===== config.mk =====
export PLATFORM = sky130hd
export DESIGN_NAME = cpu_reset_ctrl
export DESIGN_NICKNAME = d
export VERILOG_FILES = /design/src/rtl/rst_ctrl_pkg.sv /design/src/rtl/rst_seq.sv /design/src/rtl/step_ctr.sv /design/src/rtl/pc_reg.sv /design/src/rtl/gp_regfile.sv /design/src/rtl/cpu_reset_ctrl.sv
export SDC_FILE = /design/constraint.sdc
export NUM_CORES = 2
export LEC_CHECK = 0
export BUFFER_PORTS_ARGS = -buffer_cell sky130_fd_sc_hd__buf_2
export CAP_MARGIN = 10
export CORE_ASPECT_RATIO = 0.7
export CORE_MARGIN = 5
export CORE_UTILIZATION = 55
export DETAILED_ROUTE_END_ITERATION = 12
export HOLD_SLACK_MARGIN = 0.08
export PLACE_DENSITY = 0.81
export RECOVER_POWER = 100
export SLEW_MARGIN = 20
export SYNTH_ARGS = -nofsm -noshare
export SYNTH_HDL_FRONTEND = slang
export SYNTH_SLANG_ARGS = --single-unit

===== constraint.sdc =====
create_clock -name clk -period 6.4 [get_ports clk]
set_clock_uncertainty 0.2 [all_clocks]
set_input_delay 0.32 -clock clk [delete_from_list [all_inputs] [get_ports clk]]
set_output_delay 0.32 -clock clk [all_outputs]
set_load 0.005 [all_outputs]

===== src/rtl/rst_ctrl_pkg.sv =====
// Shared types for the processor reset sequencer.
package rst_ctrl_pkg;

    // Reset kind reported on the status output.
    typedef enum logic [1:0] {
        RK_NONE = 2'b00,
        RK_HARD = 2'b01,
        RK_SOFT = 2'b10
    } rst_kind_e;

endpackage


===== src/rtl/rst_seq.sv =====
// Reset sequencer: decides in each cycle whether a hard or a soft reset is
// taken, holds a soft request until an instruction boundary, and produces
// the one-cycle status pulse. Assumes requests are sampled synchronously.
module rst_seq
    import rst_ctrl_pkg::*;
#(
    parameter int STEP_W = 3
) (
    input  logic              clk,
    input  logic              rst_n,
    input  logic              start_req,
    input  logic              soft_req,
    input  logic              end_instr,
    input  logic [STEP_W-1:0] step,
    output logic              hard_now,
    output logic              soft_now,
    output logic              soft_wait,
    output logic              rst_done,
    output logic [1:0]        rst_kind
);

    localparam logic [STEP_W-1:0] STEP_MAX = '1;

    logic boundary;
    logic pend_q;

    // Instruction boundary: idle step, explicit end, or natural wrap.
    always_comb begin
        boundary = (step == '0) || end_instr || (step == STEP_MAX);
        hard_now = !rst_n || start_req;
        soft_now = rst_n && !start_req && (soft_req || pend_q) && boundary;
    end

    // Hold a soft request that arrived away from a boundary.
    always_ff @(posedge clk) begin
        if (!rst_n || start_req || soft_now)
            pend_q <= 1'b0;
        else if (soft_req)
            pend_q <= 1'b1;
    end

    // Status pulse and kind for the cycle after a reset.
    always_ff @(posedge clk) begin
        if (!rst_n) begin
            rst_done <= 1'b0;
            rst_kind <= RK_NONE;
        end else if (start_req) begin
            rst_done <= 1'b1;
            rst_kind <= RK_HARD;
        end else if (soft_now) begin
            rst_done <= 1'b1;
            rst_kind <= RK_SOFT;
        end else begin
            rst_done <= 1'b0;
            rst_kind <= RK_NONE;
        end
    end

    assign soft_wait = pend_q;

endmodule


===== src/rtl/step_ctr.sv =====
// Control step counter: counts once per cycle, clears on end of
// instruction or on any reset. Assumes wrap at all ones is acceptable.
module step_ctr #(
    parameter int STEP_W = 3
) (
    input  logic              clk,
    input  logic              clr,
    input  logic              end_instr,
    output logic [STEP_W-1:0] step
);

    // Advance, or return to zero on reset or instruction end.
    always_ff @(posedge clk) begin
        if (clr || end_instr)
            step <= '0;
        else
            step <= step + 1'b1;
    end

endmodule


===== src/rtl/pc_reg.sv =====
// Program counter register: loads the start address on reset, otherwise
// the write data when enabled. Assumes reset overrides any write.
module pc_reg #(
    parameter int              XLEN     = 32,
    parameter logic [XLEN-1:0] PC_START = '0
) (
    input  logic            clk,
    input  logic            clr,
    input  logic            we,
    input  logic [XLEN-1:0] wdata,
    output logic [XLEN-1:0] pc
);

    // Reset reload or software write of the program counter.
    always_ff @(posedge clk) begin
        if (clr)
            pc <= PC_START;
        else if (we)
            pc <= wdata;
    end

endmodule


===== src/rtl/gp_regfile.sv =====
// General register bank with one write and two read ports. A clear zeroes
// all entries; a block input masks reads and discards writes.
module gp_regfile #(
    parameter int XLEN  = 32,
    parameter int NREGS = 32,
    localparam int AW   = $clog2(NREGS)
) (
    input  logic            clk,
    input  logic            clr,
    input  logic            blk,
    input  logic            we,
    input  logic [AW-1:0]   waddr,
    input  logic [XLEN-1:0] wdata,
    input  logic [AW-1:0]   raddr_a,
    input  logic [AW-1:0]   raddr_b,
    output logic [XLEN-1:0] rdata_a,
    output logic [XLEN-1:0] rdata_b
);

    logic [XLEN-1:0] regs [NREGS];

    for (genvar g = 0; g < NREGS; g++) begin : g_reg
        // One entry: clear on hard reset, write when addressed and not blocked.
        always_ff @(posedge clk) begin
            if (clr)
                regs[g] <= '0;
            else if (we && !blk && (waddr == AW'(g)))
                regs[g] <= wdata;
        end
    end

    // Read ports return zero while blocked.
    always_comb begin
        rdata_a = blk ? '0 : regs[raddr_a];
        rdata_b = blk ? '0 : regs[raddr_b];
    end

endmodule


===== src/rtl/cpu_reset_ctrl.sv =====
// Top of the reset sequencer: ties the decision logic to the step counter,
// program counter and register bank. A hard reset (start_req or rst_n low)
// clears all three; a soft reset reloads only counter and program counter.
module cpu_reset_ctrl
    import rst_ctrl_pkg::*;
#(
    parameter int              XLEN     = 32,
    parameter int              NREGS    = 32,
    parameter int              STEP_W   = 3,
    parameter logic [XLEN-1:0] PC_START = '0,
    localparam int             AW       = $clog2(NREGS)
) (
    input  logic              clk,
    input  logic              rst_n,
    input  logic              start_req,
    input  logic              soft_req,
    input  logic              end_instr,
    input  logic              pc_we,
    input  logic [XLEN-1:0]   pc_wdata,
    input  logic              rf_we,
    input  logic [AW-1:0]     rf_waddr,
    input  logic [XLEN-1:0]   rf_wdata,
    input  logic [AW-1:0]     rf_raddr_a,
    input  logic [AW-1:0]     rf_raddr_b,
    output logic [XLEN-1:0]   rf_rdata_a,
    output logic [XLEN-1:0]   rf_rdata_b,
    output logic [XLEN-1:0]   pc,
    output logic [STEP_W-1:0] step,
    output logic              soft_wait,
    output logic              rst_done,
    output logic [1:0]        rst_kind
);

    logic hard_now;
    logic soft_now;
    logic any_rst;

    // Any reset taken in this cycle.
    assign any_rst = hard_now || soft_now;

    rst_seq #(.STEP_W(STEP_W)) u_seq (
        .clk       (clk),
        .rst_n     (rst_n),
        .start_req (start_req),
        .soft_req  (soft_req),
        .end_instr (end_instr),
        .step      (step),
        .hard_now  (hard_now),
        .soft_now  (soft_now),
        .soft_wait (soft_wait),
        .rst_done  (rst_done),
        .rst_kind  (rst_kind)
    );

    step_ctr #(.STEP_W(STEP_W)) u_step (
        .clk       (clk),
        .clr       (any_rst),
        .end_instr (end_instr),
        .step      (step)
    );

    pc_reg #(.XLEN(XLEN), .PC_START(PC_START)) u_pc (
        .clk   (clk),
        .clr   (any_rst),
        .we    (pc_we),
        .wdata (pc_wdata),
        .pc    (pc)
    );

    gp_regfile #(.XLEN(XLEN), .NREGS(NREGS)) u_rf (
        .clk     (clk),
        .clr     (hard_now),
        .blk     (any_rst),
        .we      (rf_we),
        .waddr   (rf_waddr),
        .wdata   (rf_wdata),
        .raddr_a (rf_raddr_a),
        .raddr_b (rf_raddr_b),
        .rdata_a (rf_rdata_a),
        .rdata_b (rf_rdata_b)
    );

endmodule


==> flow_metrics.env <==
export IMPL_die_area_sq_um=108300
export IMPL_slew_headroom_pct=-110.2
export IMPL_fin_crit_ns=5.746
export IMPL_multi_input_area_sq_um=22350
export IMPL_cts_resized=0
export IMPL_grt_pass1_wl_um=279000
export IMPL_async_flop_share_pct=0
export IMPL_drv_slew=645
export IMPL_initialDrtViolationCount=7588
export IMPL_die_w_um=391.3
export IMPL_grt_overflow=0
export IMPL_avgSynthCellArea_sq_um=12.54
export IMPL_worstMarginPinSlew_ns=3.147
export IMPL_area_growth_pct=9.790
export IMPL_grt_max_degree=88
export IMPL_rsz0062_at_grt="false"
export IMPL_cts_buffers=100
export IMPL_syn_area_sq_um=55960
export IMPL_crit_family="simple AND/OR/NAND/NOR gates"
export IMPL_synth_seq_area_share_pct=56.34
export IMPL_worstReg2RegStart="u_step.step[0]"
export IMPL_largest_reg_flops=1024
export IMPL_routed_via_density=7.155
export IMPL_slowest_stage="nor2b_1"
export IMPL_grt_pass1_vias=40740
export IMPL_arrival_ns=5.23
export IMPL_stdcell_count=5928
export IMPL_p_leak_uw=0.02303
export IMPL_cp_cell_sequence="buf_4 -> nor2b_1 -> buf_4 -> a22o_1 -> a221oi_1 -> o22ai_1 -> a2111oi_2 -> clkbuf_1"
export IMPL_clk_pin_slew_ns=0.07
export IMPL_wl_per_cell_um=33.50
export IMPL_hold_viol_final=0
export IMPL_fillers=7500
export IMPL_ant_nets=0
export IMPL_status="finished with violations"
export IMPL_synth_flop_cell="edfxtp_1"
export IMPL_cts_tree="yes"
export IMPL_path_buf_inv=3
export IMPL_hp_class="in -> reg"
export IMPL_clock_sink_count=1063
export IMPL_finalSetupViolCount=0
export IMPL_cts_htree_levels=3
export IMPL_synth_yosys_warnings=0
export IMPL_seq_area_sq_um=31530
export IMPL_core_sq_um=100500
export IMPL_die_h_um=276.9
export IMPL_synth_edf_count=1024
export IMPL_cap_violations=17
export IMPL_worstSkewPairLatency_ns=0.71
export IMPL_hpwl_um=121900
export IMPL_postCtsSetupRepairBufs=0
export IMPL_rows=97
export IMPL_worstHoldStart="rf_wdata[5]"
export IMPL_fin_nets=4588
export IMPL_track_usage_pct=35.43
export IMPL_initial_core_util_pct=55.69
export IMPL_crit_path_max_incr_delay_ns=2.41
export IMPL_num_vias=42420
export IMPL_synth_fp_nets=4552
export IMPL_dr_pass1_iters=7
export IMPL_dp_cells=5667
export IMPL_gp_congestion=0.9180
export IMPL_root_buffer="clkbuf_16"
export IMPL_tns_ns=0
export IMPL_power_density_nw_per_um2=265.7
export IMPL_totalWireLength_um=198600
export IMPL_critPathLaunchType="input port"
export IMPL_port_buffers=188
export IMPL_max_freq_mhz=174.0
export IMPL_required_ns=5.88
export IMPL_cp_max_fo=38
export IMPL_crit_top_cell="buf_4"
export IMPL_ys_types=34
export IMPL_syn_inst=4463
export IMPL_drc=0
export IMPL_ios=189
export IMPL_ys_ff_latch=1063
export IMPL_crit_start="rf_raddr_b[3]"
export IMPL_cts_buffer_depth=3
export IMPL_violations="max-capacitance violations, max-slew violations"
export IMPL_drive_above_1_share_pct=13.71
export IMPL_post_route_period_util_pct=89.78
export IMPL_irDropWorstVdd_mv=0.2323
export IMPL_antenna_found_initial=7
export IMPL_worstSetupPathType="in -> out"
export IMPL_end_kind="output port"
-- worst register-to-register path: stages (launching register included) --
cell and delay (ns):
dfxtp_1 0.35, ha_1 0.23, ha_1 0.20, nor2_1 0.15
a21oi_1 0.20, nor3_1 1.16, nand2_4 0.92, o21ai_4 1.07
clkbuf_2 0.75
-- per-stage QoR --
stage                     cell area [sq um]  power, uW  utilization, %  hold WS, ns  worst slack (ns)
after CTS                             61770      16200           61.46      0.09045             1.693
after floorplan                       55960       9309               -       0.1958             1.873
after global placement                57710       9943           57.43       0.2672             1.785
after detailed placement              57720       9997           57.44       0.2761             1.691
after global routing                  61420      16600           61.12       0.1266            0.8347
final                                 61440      16330           61.14       0.1365            0.6538
-- power by group --
part           leakage (uW)  switching, uW  internal, uW
logic               0.00958           1320           636
registers            0.0118            151          7870
clock network       0.00166           2780          3560
total                0.0230           4250         12100
-- synthesized netlist by cell type, types with 7 or more instances --
library cell  number  area [sq um]
buf_8              8         120.1
a22oi_1          128         960.9
a221oi_2          23         345.3
a21oi_1           66         330.3
o22ai_1           64         400.4
a221oi_1         105         919.6
nand2_1          267          1002
mux4_2           128          2883
edfxtp_1        1024         30750
dfxtp_1           39         780.8
mux2i_1          864          8648
a22o_1           128          1121
nor2b_1            8         50.05
o21ai_0           33         165.2
nand2b_1          10         62.56
clkbuf_1         169         634.4
buf_4             31         232.7
buf_1             43         161.4
a2111oi_2         64         960.9
nor2_1          1062          3986
buf_2            113         565.5
and2_1             7         43.79
buf_6             57         641.9
-- area by class of cell --
type	instances	share of cell area, %
Antenna cell	11	0.04480
Clock buffer	119	4.223
Clock inverter	65	1.305
Inverter	2	0.01222
Multi-Input combinational cell	2972	36.37
Sequential cell	1063	51.32
Tap cell	1336	2.721
Timing Repair Buffer	360	4.008
-- path summary, 6_finish.rpt --
check / slack [ns] / cells after the start / endpoint
setup / recovery: 0.65 / 8 / rf_rdata_b[28]
hold / removal: 0.14 / 3 / u_rf.regs[3][5]
setup reg to reg: 0.78 / 8 / u_rf.regs[12][4]
hold reg to reg: 0.30 / 2 / u_pc.pc[17]
-- cell usage in the layout, fill, tap and decap left out, types with 4 or more instances in the layout --
master | Yosys | routed
a2111oi_0 | 0 | 21
a2111oi_2 | 64 | 42
a21oi_1 | 66 | 66
a221oi_1 | 105 | 105
a221oi_2 | 23 | 23
a22o_1 | 128 | 128
a22oi_1 | 128 | 128
buf_12 | 2 | 14
buf_2 | 113 | 113
buf_4 | 31 | 71
bufinv_16 | 0 | 16
clkbuf_1 | 169 | 94
clkbuf_16 | 0 | 101
clkbuf_2 | 0 | 18
clkinv_1 | 0 | 13
clkinv_2 | 0 | 23
clkinv_8 | 0 | 4
clkinvlp_4 | 0 | 4
dfxtp_1 | 39 | 39
diode_2 | 0 | 11
dlygate4sd3_1 | 0 | 65
edfxtp_1 | 1024 | 1024
mux2i_1 | 864 | 864
mux4_2 | 128 | 128
nand2_1 | 267 | 260
nand2_4 | 0 | 6
nand2b_1 | 10 | 5
nor2_1 | 1062 | 1058
nor2_4 | 0 | 4
nor2b_4 | 0 | 6
o21ai_4 | 0 | 27
o22ai_1 | 64 | 64
or2_2 | 5 | 5
-- layer usage --
layer	global-route usage [%]	wire, um
met3	15.89	37310
met4	17.43	12250
met2	49.19	81330
met1	47.05	67260
met5	2.794	442
-- cell families (layout without fill, tap and decap cells) --
logic type,after synthesis,in the layout,share of synthesized area (%)
flops,1063,1063,56.34
fa+ha+maj,3,3,0.06708
compound gates,611,611,9.298
buf+inv,428,546,4.335
simple gates,1366,1366,9.354
other cells,0,11,0
mux,992,992,20.60
-- repair_timing --
item,CTS,global route
hold buffers,65,0
setup endpoints to repair,0,0
hold endpoints to repair,858,0
Power figures use the tool's default switching activity.
